### src/rtl/maxpool_pkg.sv
package maxpool_pkg;

  // Where the comparator's first operand comes from for the word being accepted.
  typedef enum logic [1:0] {
    SRC_LOAD  = 2'd0,  // first word of a tile: pass through
    SRC_PAIR  = 2'd1,  // odd column: combine with the running pair maximum
    SRC_STORE = 2'd2   // even column on odd row: combine with stored column pair
  } cmp_src_e;

endpackage

### src/rtl/maxpool_pos_counter.sv
module maxpool_pos_counter #(
  parameter int ROWS = 28,
  parameter int COLS = 28,
  parameter int RW   = $clog2(ROWS),
  parameter int CW   = $clog2(COLS)
) (
  input  logic          clk,
  input  logic          rst,
  input  logic          step,
  input  logic          restart,
  output logic [RW-1:0] pos_row,
  output logic [CW-1:0] pos_col,
  output logic          at_last_row,
  output logic          at_last_col
);

  logic [RW-1:0] row_q;
  logic [CW-1:0] col_q;

  // Position of the word currently offered; a start flag forces the origin.
  assign pos_row     = restart ? '0 : row_q;
  assign pos_col     = restart ? '0 : col_q;
  assign at_last_row = (pos_row == RW'(ROWS - 1));
  assign at_last_col = (pos_col == CW'(COLS - 1));

  always_ff @(posedge clk) begin
    if (rst) begin
      row_q <= '0;
      col_q <= '0;
    end else if (step) begin
      if (at_last_col) begin
        col_q <= '0;
        row_q <= at_last_row ? '0 : pos_row + 1'b1;
      end else begin
        col_q <= pos_col + 1'b1;
        row_q <= pos_row;
      end
    end
  end

endmodule

### src/rtl/maxpool_pair_store.sv
module maxpool_pair_store #(
  parameter int DEPTH = 14,
  parameter int W     = 64,
  parameter int AW    = $clog2(DEPTH)
) (
  input  logic                clk,
  input  logic                wr_en,
  input  logic [AW-1:0]       wr_addr,
  input  logic signed [W-1:0] wr_data,
  input  logic [AW-1:0]       rd_addr,
  output logic signed [W-1:0] rd_data
);

  // Contents need no reset: every even row rewrites each entry before use.
  logic signed [W-1:0] mem [DEPTH];

  always_ff @(posedge clk) begin
    if (wr_en) mem[wr_addr] <= wr_data;
  end

  assign rd_data = mem[rd_addr];

endmodule

### src/rtl/maxpool_select_max.sv
module maxpool_select_max #(
  parameter int W = 64
) (
  input  logic signed [W-1:0] held,
  input  logic signed [W-1:0] cand,
  output logic signed [W-1:0] larger
);

  // The held value is replaced only when the candidate is strictly greater.
  assign larger = (cand > held) ? cand : held;

endmodule

### src/rtl/maxpool_stream.sv
module maxpool_stream #(
  parameter int DATA_W   = 64,
  parameter int IMG_ROWS = 28,
  parameter int IMG_COLS = 28
) (
  input  logic                     clk,
  input  logic                     rst,
  input  logic                     in_valid,
  output logic                     in_ready,
  input  logic signed [DATA_W-1:0] in_data,
  input  logic                     in_sof,
  output logic                     out_valid,
  input  logic                     out_ready,
  output logic signed [DATA_W-1:0] out_data,
  output logic                     out_eof
);
  import maxpool_pkg::*;

  localparam int OUT_COLS = IMG_COLS / 2;
  localparam int RW       = $clog2(IMG_ROWS);
  localparam int CW       = $clog2(IMG_COLS);
  localparam int SAW      = $clog2(OUT_COLS);

  logic [RW-1:0]            pos_row;
  logic [CW-1:0]            pos_col;
  logic                     at_last_row, at_last_col;
  logic                     accept, odd_row, odd_col;
  logic [SAW-1:0]           slot;
  cmp_src_e                 src;
  logic signed [DATA_W-1:0] operand, winner, store_rd, pair_q;
  logic                     out_valid_q, out_eof_q;
  logic signed [DATA_W-1:0] out_data_q;

  // An input word may enter unless a finished word is stuck at the output.
  assign in_ready = ~out_valid_q | out_ready;
  assign accept   = in_valid & in_ready;

  maxpool_pos_counter #(
    .ROWS(IMG_ROWS), .COLS(IMG_COLS), .RW(RW), .CW(CW)
  ) u_pos (
    .clk        (clk),
    .rst        (rst),
    .step       (accept),
    .restart    (in_sof),
    .pos_row    (pos_row),
    .pos_col    (pos_col),
    .at_last_row(at_last_row),
    .at_last_col(at_last_col)
  );

  assign odd_row = pos_row[0];
  assign odd_col = pos_col[0];
  assign slot    = SAW'(pos_col >> 1);

  always_comb begin
    if (odd_col)      src = SRC_PAIR;
    else if (odd_row) src = SRC_STORE;
    else              src = SRC_LOAD;
  end

  always_comb begin
    unique case (src)
      SRC_PAIR:  operand = pair_q;
      SRC_STORE: operand = store_rd;
      default:   operand = in_data;
    endcase
  end

  maxpool_select_max #(.W(DATA_W)) u_cmp (
    .held  (operand),
    .cand  (in_data),
    .larger(winner)
  );

  maxpool_pair_store #(.DEPTH(OUT_COLS), .W(DATA_W), .AW(SAW)) u_store (
    .clk    (clk),
    .wr_en  (accept & odd_col & ~odd_row),
    .wr_addr(slot),
    .wr_data(winner),
    .rd_addr(slot),
    .rd_data(store_rd)
  );

  // Running maximum across the current column pair.
  always_ff @(posedge clk) begin
    if (accept && !odd_col) pair_q <= winner;
  end

  always_ff @(posedge clk) begin
    if (rst) begin
      out_valid_q <= 1'b0;
      out_eof_q   <= 1'b0;
    end else if (accept && odd_col && odd_row) begin
      out_valid_q <= 1'b1;
      out_eof_q   <= at_last_row & at_last_col;
    end else if (out_ready) begin
      out_valid_q <= 1'b0;
      out_eof_q   <= 1'b0;
    end
  end

  always_ff @(posedge clk) begin
    if (accept && odd_col && odd_row) out_data_q <= winner;
  end

  assign out_valid = out_valid_q;
  assign out_eof   = out_eof_q;
  assign out_data  = out_data_q;

endmodule

### config.mk
export PLATFORM = sky130hd
export DESIGN_NAME = maxpool_stream
export DESIGN_NICKNAME = d
export VERILOG_FILES = /design/src/rtl/maxpool_pkg.sv /design/src/rtl/maxpool_pos_counter.sv /design/src/rtl/maxpool_pair_store.sv /design/src/rtl/maxpool_select_max.sv /design/src/rtl/maxpool_stream.sv
export SDC_FILE = /design/constraint.sdc
export NUM_CORES = 1
export LEC_CHECK = 0
export BUFFER_PORTS_ARGS = -buffer_cell sky130_fd_sc_hd__buf_4
export CAP_MARGIN = 10
export CORE_MARGIN = 1.5
export CORE_UTILIZATION = 40
export CTS_CLUSTER_SIZE = 28
export DETAILED_ROUTE_END_ITERATION = 8
export GPL_TIMING_DRIVEN = 0
export SKIP_LAST_GASP = 1
export SLEW_MARGIN = 20
export SYNTH_ARGS = -nofsm -noshare
export SYNTH_HDL_FRONTEND = slang
export SYNTH_SLANG_ARGS = --single-unit
### constraint.sdc
create_clock -name clk -period 5.4 [get_ports clk]
set_input_delay 0.27 -clock clk [delete_from_list [all_inputs] [get_ports clk]]
set_output_delay 0.27 -clock clk [all_outputs]
set_load 0.02 [all_outputs]
; Yosys cells after proc, flatten, opt, wreduce, memory -nomap -nowiden
; Memories as Yosys holds them, arrays and structs flattened.
; Cells that the tools add are included.
[totals]
out_inout_bits = 67
input_bits = 69
memories = 1
ramBits = 896
reg_bits = 140
[mem_list]
columns = memory, depth, width, rd, rd_clocked_by_memory_dff, write_ports, line_no
row1 = u_store.mem, 14, 64, 1, 0, 1, maxpool_pair_store.sv:15  ; logic signed [W-1:0] mem [DEPTH];
[classes]
mux = 14
n_reduce_logical = 5
add_sub_neg = 2
bitwise_logic = 7
magnitude_cmp = 1
eq_ne = 4
[ops]
columns = op, n
row1 = $pmux 64 s2, 1
row2 = $gt 64x64->1, 1
row3 = $mux 64, 1
row4 = $mux 5, 5
row5 = $add 5x1->5 const B, 2
row6 = $eq 5x5->1 const B, 2
row7 = $mux 1, 5
row8 = $and 1x1->1, 4
row9 = $mux 2, 2
row10 = $logic_and 1x1->1, 3
row11 = $eq 2x1->1 const B, 1
row12 = $eq 2x2->1 const B, 1
row13 = $not 1->1, 2
row14 = $reduce_bool 2->1, 1
row15 = $logic_not 1->1, 1
row16 = $or 1x1->1, 1

; Depth between registers and ports, before layout
[depth]
depth_word = 7
depth_mapped = 22
depth_no_buf = 16

; Hierarchy
; Synthesis repeated with hierarchy kept, for this count alone.
[hier_totals]
cells_unflattened = 2182
hier_area_um2 = 42250.5
[by_module_without_submodules]
columns = mod, cells_each, instances, area_per_inst_um2
row1 = maxpool_pair_store, 1445, 1, 33872.5
row2 = maxpool_stream, 356, 1, 5287.6
row3 = maxpool_select_max, 300, 1, 2431.1
row4 = maxpool_pos_counter, 81, 1, 659.4

; Worst setup path before layout
; OpenSTA, ideal clock, no wires.
[synth_timing]
kind = input-to-reg
start = input in_sof
end = memory u_store.mem[0][0], enable pin
t_arrival_ns = 4.170
t_required_ns = 4.913
slack_ns = 0.744
stages = 8
path_cell_list = clkbuf_1 nor2b_1 clkbuf_1 clkbuf_1 nand2_1 nor2_1 o21ai_0 nor2_1
[synth_between]
elab_chain_cells = 5
[synth_lines]
columns = item, line_no
row1 = start: declaration, maxpool_stream.sv:11  ; input logic in_sof,
row2 = "$mux 5, on equally long branches", "maxpool_pos_counter.sv:22, maxpool_pos_counter.sv:21"
row3 = $and 1x1->1 / $not 1->1 (equally long branches), maxpool_stream.sv:77  ; .wr_en (accept & odd_col & ~odd_row),
row4 = $and 1x1->1, maxpool_stream.sv:77
row5 = $mux 1, maxpool_pair_store.sv:18  ; if (wr_en) mem[wr_addr] <= wr_data;
row6 = $mux 1 (not written as such), maxpool_pair_store.sv:18
row7 = end: declaration, maxpool_pair_store.sv:15
; Several ways; a longest one is shown, not always the timed one.

; Worst setup path in the final report
[layout_timing]
start = register u_pos.row_q[0]
end = memory u_store.mem[9][13] (data pin)
[layout_between]
elab_chain_cells = 7
[layout_lines]
columns = item, line_no
row1 = start: declaration, maxpool_pos_counter.sv:17  ; logic [RW-1:0] row_q;
row2 = start signal: assignment, maxpool_pos_counter.sv:33  ; row_q <= at_last_row ? '0 : pos_row + 1'b1;
row3 = start signal: assignment, maxpool_pos_counter.sv:36  ; row_q <= pos_row;
row4 = $mux 5 *, maxpool_pos_counter.sv:21  ; assign pos_row = restart ? '0 : row_q;
row5 = $mux 2 *, maxpool_stream.sv:57  ; else if (odd_row) src = SRC_STORE;
row6 = $mux 2 *, maxpool_stream.sv:56  ; if (odd_col) src = SRC_PAIR;
row7 = $eq 2x2->1 / $eq 2x1->1 (equally long branches), maxpool_stream.sv:62  ; unique case (src)
row8 = $pmux 64 s2 *, maxpool_stream.sv:62
row9 = $gt 64x64->1, maxpool_select_max.sv:10  ; assign larger = (cand > held) ? cand : held;
row10 = $mux 64 *, maxpool_select_max.sv:10
row11 = named net u_cmp.larger[13], maxpool_select_max.sv:6  ; output logic signed [W-1:0] larger
; Mark *: on every way through the listed nets, which the timed path passes. The rest lies on a longest branch.

==> results.json <==
{
  "cp-start-kind": "register",
  "synth_edf_count": 1024,
  "max-cap-violations": 0,
  "design.core.area_sq_mm": 0.1006,
  "synth_fp_nets": 2834,
  "worst_pin_slew_ps": 943.6,
  "cp_max_fo": 16,
  "placed_cell_area_sq_mm": 0.04485,
  "synth_area_sq_mm": 0.04076,
  "clock_skew_ps": 27.79,
  "multiInputGateArea_sq_mm": 0.009928,
  "vias": 26850,
  "path_clk_slew_ps": 60,
  "status": "finished, final reports clean",
  "dp_hpwl_um": 87430,
  "fmax_mhz": 186.3,
  "whs_ps": 75.14,
  "final-instance-count-excl-fill": 4518,
  "worst_ep_required_time_ps": 5930,
  "r2r_start": "u_pos.row_q[0]$_SDFFE_PP0P_",
  "cts-root-buf": "clkbuf_16",
  "ff_latch_area_sq_mm": 0.03099,
  "crit_start": "u_pos.row_q[0]$_SDFFE_PP0P_",
  "max-vdd-ir-drop_uv": 228.0,
  "maxSlewHeadroom_pct": 37.09,
  "setup_slack_ps": 33.20,
  "place.gp.congestion": 0.9121,
  "viasPerCell": 5.942,
  "combPwrFrac_pct": 10.5,
  "clock_path_buffers": 3,
  "final_cell_mix": "edfxtp_1 (1,024), o22ai_1 (315), nand2_1 (211)",
  "intPower_mw": 14.39,
  "hp-class": "in2reg",
  "placed_cells": 4244,
  "drc": 0,
  "avgSynthCellArea_sq_um": 15.10,
  "cts_tree": "yes",
  "power.share.clock_pct": 39.6,
  "num_rows": 116,
  "yosysUniqueCellTypes": 56,
  "sw_frac_of_total_pct": 22.68,
  "die_w_um": 322.2,
  "floorplan.die.height_um": 322.2,
  "setup-violations-final": 0,
  "crit_type": "reg2reg",
  "clock_latency_ps": 680,
  "grt_pass1_wl_um": 180300,
  "start_util_pct": 40.52,
  "design_area_sq_mm": 0.05097,
  "boundaryPins": 136,
  "grt_pass1_vias": 26360,
  "cp-end-kind": "register",
  "yosys_register_bits": 1036,
  "ys_async_sr_fraction_pct": 0,
  "layout_commonest_cell": "edfxtp_1",
  "seq_power_share_pct": 49.9,
  "dieArea_sq_mm": 0.1038,
  "post_drt_wl_per_cell_um": 27.85,
  "syn-instance-count": 2699,
  "hold_viol_final": 0,
  "finalMaxSlewViolations": 0,
  "drt_iter0_drc": 3579,
  "power.density_mw_per_mm2": 365.2,
  "dr.pass1.iters": 5,
  "grt.total_usage_pct": 23.97,
  "areaGrowthSynthToFinish_pct": 25.05,
  "layout-drive-gt1-share_pct": 20.89,
  "cts_made_buffers": 105,
  "io_buffers": 135,
  "ys_seq_area_share_pct": 76.03,
  "crit_arrival_ps": 5890,
  "p_leak_nw": 16.93,
  "hp-start": "in_data[51]",
  "pre_cts_slack_ps": -2290,
  "ys.flop_type": "edfxtp_1",
  "nNetsFinal": 3208,
  "ys_warn_count": 0,
  "drt-total-wl_um": 125800,
  "power_mw": 18.61,
  "clkSinkCount": 1036,
  "fin_crit_ps": 5367,
  "htreeDepth": 3,
  "fin_crit_sh_pct": 99.39,
  "antenna_found_initial": 3,
  "grt-ovfl-total": 0,
  "grt_max_degree": 37,
  "fill_cells": 8059,
  "switching_power_mw": 4.222,
  "antenna_left": 0
}
registers in the layout, indices dropped and copies added, names as in the netlist:
signal       cells
out_valid        1
pair_q          64
u_pos.row_q      5
out_data        64
out_eof          1
u_pos.col_q      5
u_store.mem    896
metal layers:
layer | wire length [um] | global-route usage, % | up-vias
met2 | 58250 | 38.23 | 1469
li1 | - | - | 11500
met5 | 16 | 0 | -
met3 | 11970 | 4.489 | 283
met4 | 5440 | 9.528 | 2
met1 | 50160 | 32.51 | 13600
cell families (layout without fill, tap and decap cells):
| logic type | Yosys count | in the layout | share of synthesized area (%) |
|---|---|---|---|
| adder cells (fa/ha/maj) | 66 | 66 | 2.026 |
| buffers and inverters | 236 | 697 | 2.502 |
| AND/OR/NAND/NOR | 543 | 543 | 6.551 |
| XOR/XNOR | 1 | 1 | 0.02149 |
| flip-flops | 1036 | 1036 | 76.03 |
| AO/OA/AOI/OAI | 750 | 750 | 11.18 |
| other | 0 | 1 | 0 |
| multiplexers | 67 | 67 | 1.688 |
worst max-delay path, cell delays in order, from the launching register on:
cell and delay (ps):
dfxtp_1 370, nor2b_2 230, nand2b_1 80, clkbuf_2 490, clkbuf_1 540, a31oi_1 80
and4_2 270, a221oi_4 280, ha_2 400, nand3_1 160, nor2_1 70, o31a_1 340
o311ai_1 380, nand3_1 180, nor3_1 220, a211o_1 160, buf_12 200, buf_12 250
mux2i_4 300, buf_12 170
cells in the mapped netlist, types with 4 or more instances:
library cell | n | area share [%]
a211oi_1 | 4 | 0.074
a21o_1 | 7 | 0.13
a21oi_1 | 72 | 0.88
a221oi_1 | 34 | 0.73
a31oi_1 | 66 | 1.0
and3_1 | 33 | 0.51
and4_1 | 31 | 0.67
buf_1 | 17 | 0.16
buf_12 | 6 | 0.29
buf_2 | 23 | 0.28
clkbuf_1 | 122 | 1.1
dfxtp_1 | 12 | 0.59
edfxtp_1 | 1024 | 75
ha_1 | 66 | 2.0
inv_1 | 66 | 0.61
mux2i_1 | 65 | 1.6
nand2_1 | 211 | 1.9
nand2b_1 | 40 | 0.61
nand3_1 | 17 | 0.21
nand4_1 | 42 | 0.64
nor2_1 | 133 | 1.2
nor2b_1 | 8 | 0.12
nor3_1 | 4 | 0.049
nor4_1 | 4 | 0.061
o21ai_0 | 80 | 0.98
o21ai_1 | 126 | 1.5
o221ai_1 | 32 | 0.69
o22ai_1 | 315 | 4.8
per-stage QoR:
step                      setup TNS (ps)  util (%)
after global placement          -5109260     43.22
after CTS                         -22.64     50.39
final                                  0     50.68
after global routing              -53910     50.67
after floorplan                        0         -
after detailed placement        -2083140     44.59
layout make-up:
cell class | count | share of cell area (%)
Sequential cell | 1036 | 60.80
Multi-Input combinational cell | 1427 | 19.48
Timing Repair Buffer | 269 | 6.918
Clock buffer | 130 | 5.464
Tap cell | 1357 | 3.331
Buffer | 167 | 2.109
Clock inverter | 64 | 1.384
Inverter | 67 | 0.5081
Antenna cell | 1 | 0.004910
power by group through the flow:
stage / logic (mW) / registers [mW] / clock network, mW
finish: 1.95 / 9.30 / 7.37
global route: 2.03 / 9.30 / 7.75
CTS: 1.87 / 9.29 / 7.43
detailed placement: 1.22 / 9.48 / 0
global placement: 1.12 / 9.49 / 0
floorplan: 0.673 / 9.47 / 0
worst paths after layout:
kind / endpoint / slack [ps] / depth (start not counted)
hold / removal: pair_q[51]$_DFFE_PP_ / 80 / 3
setup reg to reg: u_store.mem[9][13]$_DFFE_PP_ / 30 / 19
setup / recovery: u_store.mem[9][13]$_DFFE_PP_ / 30 / 19
hold reg to reg: out_eof$_SDFFE_PP0P_ / 500 / 2
what timing repair did:
| action | in CTS | in global routing |
|---|---|---|
| resized for setup | 234 | 117 |
| endpoints found under the setup margin | 1024 | 1024 |
| endpoints found under the hold margin | 4 | 0 |
| setup buffers | 77 | 2 |
| pin swaps | 5 | 4 |
| hold buffers | 2 | 0 |
Note: power is estimated with default switching activity, not from simulation.
